$ cat src/rtl/rx_pkt_store_pkg.sv
package rx_pkt_store_pkg;

  typedef struct packed {
    logic wrEn;    // write current MAC word
    logic commit;  // that word closes the packet
    logic pop;     // reader takes head word
    logic snap;    // save pointers on a counted drop
  } strobes_t;

  typedef enum logic [1:0] {
    ST_IDLE,
    ST_KEEP,
    ST_SKIP
  } rxState_t;

  localparam logic [2:0] REG_MISS  = 3'd0;
  localparam logic [2:0] REG_CAUSE = 3'd1;
  localparam logic [2:0] REG_CTRL  = 3'd2;
  localparam logic [2:0] REG_OCC   = 3'd3;
  localparam logic [2:0] REG_HEAD  = 3'd4;
  localparam logic [2:0] REG_TAIL  = 3'd5;
  localparam logic [2:0] REG_SHEAD = 3'd6;
  localparam logic [2:0] REG_STAIL = 3'd7;

endpackage

$ cat src/rtl/rx_pkt_store_dp.sv
module rx_pkt_store_dp
  import rx_pkt_store_pkg::*;
#(
  parameter int DATA_W = 32,
  parameter int DEPTH  = 64,
  localparam int ADDR_W = $clog2(DEPTH),
  localparam int PTR_W  = ADDR_W + 1
) (
  input  logic              clk,
  input  logic              rstN,
  input  strobes_t          stb,
  input  logic [DATA_W-1:0] wrData,
  input  logic              wrEop,
  output logic [DATA_W-1:0] rdData,
  output logic              rdEop,
  output logic [PTR_W-1:0]  freeWords,
  output logic [PTR_W-1:0]  pktCount,
  output logic [ADDR_W-1:0] headPtr,
  output logic [ADDR_W-1:0] tailPtr,
  output logic [ADDR_W-1:0] savedHead,
  output logic [ADDR_W-1:0] savedTail
);

  localparam logic [PTR_W-1:0] DEPTH_P = PTR_W'(DEPTH);

  logic [DATA_W:0]    mem [DEPTH];
  logic [PTR_W-1:0]   wrWork;
  logic [PTR_W-1:0]   wrTail;
  logic [PTR_W-1:0]   rdPtr;
  logic [PTR_W-1:0]   usedWords;
  logic               popEop;

  assign usedWords = wrWork - rdPtr;
  assign freeWords = DEPTH_P - usedWords;
  assign rdData    = mem[rdPtr[ADDR_W-1:0]][DATA_W-1:0];
  assign rdEop     = mem[rdPtr[ADDR_W-1:0]][DATA_W];
  assign popEop    = stb.pop && rdEop;
  assign headPtr   = rdPtr[ADDR_W-1:0];
  assign tailPtr   = wrTail[ADDR_W-1:0];

  always_ff @(posedge clk) begin
    if (stb.wrEn) mem[wrWork[ADDR_W-1:0]] <= {wrEop, wrData};
  end

  always_ff @(posedge clk) begin
    if (!rstN) begin
      wrWork    <= '0;
      wrTail    <= '0;
      rdPtr     <= '0;
      pktCount  <= '0;
      savedHead <= '0;
      savedTail <= '0;
    end else begin
      if (stb.wrEn)   wrWork <= wrWork + 1'b1;
      if (stb.commit) wrTail <= wrWork + 1'b1;
      if (stb.pop)    rdPtr  <= rdPtr + 1'b1;
      if (stb.commit && !popEop)      pktCount <= pktCount + 1'b1;
      else if (popEop && !stb.commit) pktCount <= pktCount - 1'b1;
      if (stb.snap) begin
        savedHead <= rdPtr[ADDR_W-1:0];
        savedTail <= wrTail[ADDR_W-1:0];
      end
    end
  end

  AST_NO_OVERFLOW: assert property (@(posedge clk) disable iff (!rstN)
    stb.wrEn |-> (usedWords < DEPTH_P)) else $error("word store overrun");
  AST_POP_GUARD: assert property (@(posedge clk) disable iff (!rstN)
    stb.pop |-> (pktCount != '0)) else $error("pop without packet");
  AST_OCC_BOUND: assert property (@(posedge clk) disable iff (!rstN)
    pktCount <= DEPTH_P) else $error("packet count beyond depth");
  AST_TAIL_STILL: assert property (@(posedge clk) disable iff (!rstN)
    !stb.commit |=> (wrTail == $past(wrTail))) else $error("tail moved");

endmodule

$ cat src/rtl/rx_pkt_store_ctrl.sv
module rx_pkt_store_ctrl
  import rx_pkt_store_pkg::*;
#(
  parameter int DEPTH  = 64,
  parameter int LEN_W  = 12,
  parameter int MISS_W = 32,
  localparam int ADDR_W = $clog2(DEPTH),
  localparam int PTR_W  = ADDR_W + 1
) (
  input  logic              clk,
  input  logic              rstN,
  input  logic              wrValid,
  input  logic              wrSop,
  input  logic              wrEop,
  input  logic [LEN_W-1:0]  wrLen,
  input  logic              rdPop,
  input  logic [2:0]        regAddr,
  input  logic              regRd,
  input  logic              regWr,
  input  logic [1:0]        regWdata,
  output logic [31:0]       regRdata,
  output logic              irq,
  output strobes_t          stb,
  input  logic [PTR_W-1:0]  freeWords,
  input  logic [PTR_W-1:0]  pktCount,
  input  logic [ADDR_W-1:0] headPtr,
  input  logic [ADDR_W-1:0] tailPtr,
  input  logic [ADDR_W-1:0] savedHead,
  input  logic [ADDR_W-1:0] savedTail
);

  localparam logic [MISS_W-1:0] MISS_MAX = '1;

  rxState_t          state, stateNxt;
  logic              rxEn, irqMask;
  logic              causeOvr;
  logic [MISS_W-1:0] missCnt, missBase;
  logic              sopIdle, fits, accept, dropHit;
  logic              missRd, causeClr;

  assign sopIdle = (state == ST_IDLE) && wrValid && wrSop;
  assign fits    = 32'(wrLen) <= 32'(freeWords);
  assign accept  = sopIdle && rxEn && fits;
  assign dropHit = sopIdle && rxEn && !fits;

  always_comb begin
    stb.wrEn   = accept || ((state == ST_KEEP) && wrValid);
    stb.commit = stb.wrEn && wrEop;
    stb.pop    = rdPop && (pktCount != '0);
    stb.snap   = dropHit;
  end

  always_comb begin
    stateNxt = state;
    case (state)
      ST_IDLE: if (sopIdle && !wrEop) stateNxt = accept ? ST_KEEP : ST_SKIP;
      ST_KEEP, ST_SKIP: if (wrValid && wrEop) stateNxt = ST_IDLE;
      default: stateNxt = ST_IDLE;
    endcase
  end

  assign missRd   = regRd && (regAddr == REG_MISS);
  assign causeClr = (regRd && (regAddr == REG_CAUSE)) ||
                    (regWr && (regAddr == REG_CAUSE) && regWdata[0]);
  assign missBase = missRd ? '0 : missCnt;

  always_ff @(posedge clk) begin
    if (!rstN) begin
      state    <= ST_IDLE;
      rxEn     <= 1'b0;
      irqMask  <= 1'b0;
      causeOvr <= 1'b0;
      missCnt  <= '0;
    end else begin
      state <= stateNxt;
      if (regWr && (regAddr == REG_CTRL)) begin
        rxEn    <= regWdata[0];
        irqMask <= regWdata[1];
      end
      if (dropHit)       causeOvr <= 1'b1;
      else if (causeClr) causeOvr <= 1'b0;
      if (dropHit && (missBase != MISS_MAX)) missCnt <= missBase + 1'b1;
      else                                   missCnt <= missBase;
    end
  end

  assign irq = causeOvr && irqMask;

  always_comb begin
    case (regAddr)
      REG_MISS:  regRdata = 32'(missCnt);
      REG_CAUSE: regRdata = {31'd0, causeOvr};
      REG_CTRL:  regRdata = {30'd0, irqMask, rxEn};
      REG_OCC:   regRdata = 32'(pktCount);
      REG_HEAD:  regRdata = 32'(headPtr);
      REG_TAIL:  regRdata = 32'(tailPtr);
      REG_SHEAD: regRdata = 32'(savedHead);
      default:   regRdata = 32'(savedTail);
    endcase
  end

  AST_DROP_SETS_CAUSE: assert property (@(posedge clk) disable iff (!rstN)
    dropHit |=> causeOvr) else $error("drop without cause");
  AST_DROP_COUNTS: assert property (@(posedge clk) disable iff (!rstN)
    (dropHit && !missRd && (missCnt != MISS_MAX)) |=> (missCnt == $past(missCnt) + 1'b1))
    else $error("drop not counted");
  AST_OFF_COUNT_STILL: assert property (@(posedge clk) disable iff (!rstN)
    (!rxEn && !missRd) |=> $stable(missCnt)) else $error("count moved while off");
  AST_OFF_CAUSE_STILL: assert property (@(posedge clk) disable iff (!rstN)
    (!rxEn && !causeOvr) |=> !causeOvr) else $error("cause set while off");
  AST_SATURATE: assert property (@(posedge clk) disable iff (!rstN)
    ((missCnt == MISS_MAX) && !missRd) |=> (missCnt == MISS_MAX)) else $error("counter wrapped");
  AST_SKIP_NO_WRITE: assert property (@(posedge clk) disable iff (!rstN)
    (state == ST_SKIP) |-> !stb.wrEn) else $error("write in discard");

endmodule

$ cat src/rtl/rx_pkt_store.sv
module rx_pkt_store
  import rx_pkt_store_pkg::*;
#(
  parameter int DATA_W = 32,
  parameter int DEPTH  = 64,
  parameter int LEN_W  = 12,
  parameter int MISS_W = 32
) (
  input  logic              clk,
  input  logic              rstN,
  input  logic              wrValid,
  input  logic              wrSop,
  input  logic              wrEop,
  input  logic [LEN_W-1:0]  wrLen,
  input  logic [DATA_W-1:0] wrData,
  input  logic              rdPop,
  output logic              rdValid,
  output logic [DATA_W-1:0] rdData,
  output logic              rdEop,
  input  logic [2:0]        regAddr,
  input  logic              regRd,
  input  logic              regWr,
  input  logic [1:0]        regWdata,
  output logic [31:0]       regRdata,
  output logic              irq
);

  localparam int ADDR_W = $clog2(DEPTH);
  localparam int PTR_W  = ADDR_W + 1;

  strobes_t          stb;
  logic [PTR_W-1:0]  freeWords, pktCount;
  logic [ADDR_W-1:0] headPtr, tailPtr, savedHead, savedTail;

  assign rdValid = (pktCount != '0);

  rx_pkt_store_ctrl #(
    .DEPTH(DEPTH), .LEN_W(LEN_W), .MISS_W(MISS_W)
  ) uCtrl (
    .clk(clk), .rstN(rstN),
    .wrValid(wrValid), .wrSop(wrSop), .wrEop(wrEop), .wrLen(wrLen),
    .rdPop(rdPop),
    .regAddr(regAddr), .regRd(regRd), .regWr(regWr), .regWdata(regWdata),
    .regRdata(regRdata), .irq(irq), .stb(stb),
    .freeWords(freeWords), .pktCount(pktCount),
    .headPtr(headPtr), .tailPtr(tailPtr),
    .savedHead(savedHead), .savedTail(savedTail)
  );

  rx_pkt_store_dp #(
    .DATA_W(DATA_W), .DEPTH(DEPTH)
  ) uDp (
    .clk(clk), .rstN(rstN), .stb(stb),
    .wrData(wrData), .wrEop(wrEop),
    .rdData(rdData), .rdEop(rdEop),
    .freeWords(freeWords), .pktCount(pktCount),
    .headPtr(headPtr), .tailPtr(tailPtr),
    .savedHead(savedHead), .savedTail(savedTail)
  );

endmodule

$ cat config.mk
export PLATFORM = sky130hd
export DESIGN_NAME = rx_pkt_store
export DESIGN_NICKNAME = d
export VERILOG_FILES = /design/src/rtl/rx_pkt_store_pkg.sv /design/src/rtl/rx_pkt_store_dp.sv /design/src/rtl/rx_pkt_store_ctrl.sv /design/src/rtl/rx_pkt_store.sv
export SDC_FILE = /design/constraint.sdc
export NUM_CORES = 2
export LEC_CHECK = 0
export BUFFER_PORTS_ARGS = -buffer_cell sky130_fd_sc_hd__buf_4
export CORE_ASPECT_RATIO = 1.25
export CORE_MARGIN = 5
export CORE_UTILIZATION = 65
export DETAILED_ROUTE_END_ITERATION = 8
export PLACE_DENSITY = 0.82
export SKIP_LAST_GASP = 1
export SYNTH_ARGS = -nofsm -noshare
export SYNTH_HDL_FRONTEND = slang
export SYNTH_SLANG_ARGS = --single-unit
$ cat constraint.sdc
create_clock -name clk -period 17.8 [get_ports clk]
set_clock_uncertainty 0.15 [all_clocks]
set_input_delay 2.67 -clock clk [delete_from_list [all_inputs] [get_ports clk]]
set_output_delay 2.67 -clock clk [all_outputs]
set_load 0.1 [all_outputs]
After elaboration in Yosys (flattened, before gate mapping)

Memory sizes are Yosys's and may differ from the RTL's. A register that Yosys moved wholly into a read port is not among the register bits.
Cells that the tools add are included.

Register bits: 76
Memory bits (writable): 2112
Input port bits: 57
Output and inout port bits: 67
Word-level logic and storage cells: 79
Memories kept: 1

Memories:

| name    | depth | bits a word | read ports | clocked after Yosys merged registers in | write ports | RTL line              | source |
|---|---|---|---|---|---|---|---|
| uDp.mem | 64    | 33          | 1          | 1                                       | 1           | rx_pkt_store_dp.sv:26 | `logic [DATA_W:0] mem [DEPTH];` |

Add/sub/neg operators: 7
Magnitude comparators: 1
Eq/ne operators: 11
Muxes and demuxes: 15
Reduce and logical (&&, ||, !) cells: 33

Operator list:

| kind                                                                   | count |
|---|---|
| 32-bit case mux with 7 select lines                                    | 1 |
| 32-bit two-way mux                                                     | 2 |
| 32-bit by 1-bit adder with 32-bit output (second input constant)       | 1 |
| 32-bit != test (second input constant)                                 | 1 |
| 7-bit by 1-bit adder with 7-bit output (second input constant)         | 3 |
| 1-bit logical AND                                                      | 20 |
| 7-bit two-way mux                                                      | 2 |
| 12-bit by 7-bit <= comparator with 1-bit output                        | 1 |
| 6-bit two-way mux                                                      | 2 |
| 3-bit equality test (second input constant)                            | 3 |
| 7-bit nonzero test                                                     | 1 |
| 7-bit by 1-bit subtractor with 7-bit output (second input constant)    | 1 |
| 7-bit subtractor                                                       | 1 |
| 7-bit subtractor (first input constant)                                | 1 |
| 3-bit by 2-bit equality test with 1-bit output (second input constant) | 2 |
| 2-bit two-way mux                                                      | 3 |
| 1-bit logical NOT                                                      | 4 |
| 1-bit two-way mux                                                      | 4 |
| 2-bit case mux with 2 select lines                                     | 1 |
| 2-bit nonzero test                                                     | 2 |
| 3-bit by 1-bit equality test with 1-bit output (second input constant) | 1 |
| 3-bit logical NOT                                                      | 1 |
| 2-bit by 1-bit equality test with 1-bit output (second input constant) | 1 |
| 2-bit equality test (second input constant)                            | 1 |
| other kinds (6)                                                        | 7 |

Longest topological paths before layout

Depth in word-level cells: 11
Mapped depth: 24
Mapped depth without buffers: 24

By module

A second synthesis with hierarchy kept.

Cells, all modules: 4035
Area total of the unflattened synthesis: 85086.6 µm²

By module, submodules not included:

| module            | times used | cells an instance | area each (µm²) | sequential area each (µm²) |
|---|---|---|---|---|
| rx_pkt_store_dp   | 1          | 3616              | 82060.0         | 64321.7 |
| rx_pkt_store_ctrl | 1          | 416               | 3011.6          | 740.7 |
| rx_pkt_store      | 1          | 3                 | 15.0            | 0.0 |

Worst setup path before layout

No wires, ideal clock.

Kind: input-to-output
From: input regAddr[1]
To: output regRdata[1]
Arrival: 5.437 ns
Data required time: 14.980 ns
Slack: 9.543 ns
Stages: 4
Path buffers: 2
Cell sequence: buf_1 buf_1 a22oi_1 o21ai_0

Cells in the longest elaborated chain, start to end: 2
Elaborated cells between the ends (all ways): 8
Those cells by class: eq/ne (6); mux (1); reduce/logical (1)

RTL lines:

| what                                        | RTL line                | source |
|---|---|---|
| start, declared                             | rx_pkt_store.sv:20      | `input logic [2:0] regAddr,` |
| 3-bit equality test (tied with other cells) | rx_pkt_store_ctrl.sv:90 | `case (regAddr)` |
| 32-bit case mux with 7 select lines (*)     | rx_pkt_store_ctrl.sv:90 |  |
| end, declared                               | rx_pkt_store.sv:24      | `output logic [31:0] regRdata,` |

Every way passes the cells marked *; elsewhere a longest branch is shown, timed or not.

==> summary.txt <==
Place
  • DP Area: between 80,000 and 90,000 um2
  • IO buf count: between 100 and 150
  • Post-DP HPWL: roughly 110,000 um
  • Placer Congestion: between 0.8 and 0.9

Cells and area
  • Layout Area Growth over Synthesis: 11.4%
  • Filler cells: 6,512
  • Final instance area: 94,800 um2
  • Final layout net count: between 4k and 5k
  • Layout cell share with drive strength beyond 1: 29.8%

Timing
  • Setup TNS: 0 ns
  • Slew @ Worst Pin: ~1.3 ns
  • RSZ-0062 raised after global routing: false
  • Relative slew slack: about 15%
  • Hold Fails Final Rpt: 0
  • Max Fclk: 0.106 GHz
  • Final setup viols: 0
  • Slew Limit Fails: 0
  • Final period utilization: a little over half
  • Final Critical Period: 9.44 ns

Clocking
  • CTS tree: built
  • CTS Buffer Depth: 3
  • CTS Hold Bufs: 0
  • Root Buffer: clkbuf_16
  • Worst-path clk slew: about 0.070 ns
  • Setup bufs post-CTS: 0
  • PostCTS Resize Cnt: 0
  • Total CTS buffers: around 190
  • # clock sinks: 2,194
  • H-tree levels: 4
  • Worst skew pair latency: 0.84 ns

Global routing
  • First-pass GRT wire length: 344,000 um
  • Antenna violations before repair: 5
  • All-Layer GR Usage: between 30% and 40%
  • Largest net degree at the start of global routing: around 150
  • Number of global-route vias before repair: 45.6k
  • Grt ovf: 0

Logic synthesis
  • Post-synthesis sequential area ratio: between 70% and 80%
  • Asr flop ratio synth: 0%
  • Cell variety after synth: 59
  • EDFF count, synth: around 2.1k
  • Synth Warn #: 0
  • Syn nets: 3,874
  • Mapped Cells: ~3.8k
  • #FFs+latches synth: 2,194
  • Avg Cell Area, Syn: 22.5 um2
  • Ys flop type: edfxtp_1
  • Post-Syn Area: 85,100 um2

Die
  • Row count: between 100 and 150
  • Die W: 334 um
  • Top Ports: 124
  • Die H: around 410 um
  • Core area: roughly 130,000 um2
  • Initial core utilization: roughly two thirds
  • Die area: between 100,000 and 150,000 um2

Power
  • Static leakage: roughly 29 nW
  • Peak VDD IR: ~0.00011 V
  • Pwr/cell area: 121 nW/um2

Drt
  • Detailed Routing Iterations Pass 1: 6
  • Avg Vias per Cell: around 7.6
  • WL/cell: 41.6 um
  • Vias: ~45k
  • Post-route DRC: 0
  • 1st-iter DRT viols: a little over 8k
  • Detailed Route WL: 245,000 um
  • Antenna Nets Post-Route: 0

Critical path
  • Startpoint Class: flop
  • Max Fanout on Critical Path: 75
  • Required @ worst endpoint: 14.98 ns
  • Critical path class: reg -> out
  • Worst setup EP type: output port
  • Worst EP arrival: around 6.6 ns

Outcome
  • Status: completed

Run
  • Number of max-cap violations: 0

Worst hold path
  • Hold crit path type: reg -> reg
==> cell usage in the layout, fill, tap and decap left out, drive strengths merged, types with 18 or more instances in the layout <==
| cell | instances |
|---|---|
| and2 | 36 |
| clkinv | 83 |
| mux2i | 26 |
| ha | 29 |
| nor3 | 18 |
| mux4 | 656 |
| edfxtp | 2112 |
| nand4 | 23 |
| clkbuf | 233 |
| a21oi | 69 |
| bufinv | 18 |
| nand2 | 114 |
| a22oi | 61 |
| dfxtp | 82 |
| nor2 | 104 |
| inv | 29 |
| nand3 | 47 |
| buf | 213 |
| o21ai | 21 |
==> worst paths after layout <==
| check | start | to | slack [ns] | cells after the start |
|---|---|---|---|---|
| setup reg to reg | uDp.wrWork[1]$_SDFFE_PN0P_ | uDp.mem[20][2]$_DFFE_PP_ | 10.74 | 16 |
| setup / recovery | flop | rdData[2] | 8.36 | 8 |
| hold reg to reg | uCtrl.state[1]$_SDFFE_PN0P_ | uCtrl.state[1]$_SDFFE_PN0P_ | 0.31 | 2 |
| hold / removal | uCtrl.state[1]$_SDFFE_PN0P_ | uCtrl.state[1]$_SDFFE_PN0P_ | 0.31 | 2 |
==> power breakdown <==
part	internal (mW)	switching [mW]	total [mW]
logic	0.675	0.852	1.53
registers	5.66	0.0331	5.69
clock network	2.28	1.93	4.21
==> final cells by class <==
class | count | area (um2) | share of cell area (%)
Inverter | 20 | 75.1 | 0.0792
Multi-Input combinational cell | 1369 | 19700 | 20.7
Clock inverter | 118 | 1120 | 1.19
Tap cell | 1725 | 2160 | 2.28
Sequential cell | 2194 | 65100 | 68.7
Clock buffer | 233 | 5020 | 5.30
Timing Repair Buffer | 213 | 1650 | 1.74
Antenna cell | 4 | 10.0 | 0.0106
==> per-stage QoR <==
| step | power (mW) | instances | setup slack [ns] | hold slack, ns | utilization (%) |
|---|---|---|---|---|---|
| 3_5_place_dp | 7.28 | 5521 | 9.24 | 0.296 | 68.1 |
| 3_3_place_gp | 7.24 | 5521 | 9.35 | 0.290 | 68.1 |
| 2_1_floorplan | 6.92 | 3786 | 9.54 | 0.282 | - |
| 5_1_grt | 11.8 | 5873 | 7.78 | 0.322 | 72.8 |
| 6_report | 11.4 | 5876 | 8.36 | 0.306 | 72.8 |
| 4_1_cts | 11.5 | 5872 | 8.23 | 0.305 | 72.8 |
==> cell families after synthesis <==
kind of cell | after synthesis | synth area share (%)
DFF | 2194 | 76.5
AOI/OAI and AO/OA | 216 | 1.70
xor gates and xnor gates | 24 | 0.247
muxes | 685 | 17.7
adders and majority gates | 31 | 0.474
buffers and inverters | 223 | 1.01
and+or+nand+nor | 413 | 2.38
==> Yosys cell counts (2+ instances only) <==
master / count / share of area (%)
edfxtp_1: 2112 / 75
mux4_2: 656 / 17
clkbuf_1: 122 / 0.54
nand2_1: 114 / 0.50
nor2_1: 104 / 0.46
dfxtp_1: 82 / 1.9
a21oi_1: 69 / 0.41
buf_1: 65 / 0.29
a22oi_1: 61 / 0.54
nand3_1: 47 / 0.28
and2_1: 36 / 0.26
ha_1: 29 / 0.43
mux2i_1: 26 / 0.31
nand4_1: 23 / 0.17
o21ai_0: 20 / 0.12
inv_1: 18 / 0.079
nor3_1: 18 / 0.11
buf_2: 16 / 0.094
o31ai_1: 16 / 0.14
or4_1: 16 / 0.14
and3_1: 14 / 0.10
xnor2_1: 14 / 0.14
xor2_1: 10 / 0.10
nor4_1: 8 / 0.059
a21o_1: 7 / 0.062
a221oi_1: 6 / 0.062
nor2b_1: 6 / 0.044
or3_1: 6 / 0.044
a211oi_1: 5 / 0.044
a31oi_1: 5 / 0.037
o21bai_1: 5 / 0.044
a2111oi_0: 4 / 0.041
nand4b_1: 4 / 0.041
o211ai_1: 4 / 0.035
and4_1: 3 / 0.031
mux2_2: 3 / 0.040
nand2b_1: 3 / 0.022
a31o_2: 2 / 0.021
clkinv_1: 2 / 0.0088
fa_1: 2 / 0.047
nor4b_1: 2 / 0.021
o21a_1: 2 / 0.018
o22ai_1: 2 / 0.015
or2_2: 2 / 0.015
==> layer usage <==
metal,part of all wire [%],global-route usage [%]
met1,31,44.9
met4,7.3,19.9
met3,12,8.03
met2,50,58.3
met5,0.0053,0
==> state kept, by name (all words and copies together) (netlist names), named ones only <==
name,cells
uDp.rdPtr,7
uDp.mem,2112
uDp.wrWork,7
uDp.savedHead,6
uCtrl.state,2
uCtrl.rxEn,1
uCtrl.missCnt,32
uDp.pktCount,7
uDp.wrTail,6
uCtrl.causeOvr,1
uCtrl.irqMask,1
uDp.savedTail,6
==> critical path, stage by stage (launching register included) <==
cell     delay (ns)
dfxtp_4        0.68
buf_4          0.89
buf_4          0.97
buf_4          0.96
mux4_2         0.47
mux4_2         0.48
a22oi_1        0.50
nand2_1        0.29
buf_4          0.32
No activity file was read; power rests on OpenSTA's default activity.
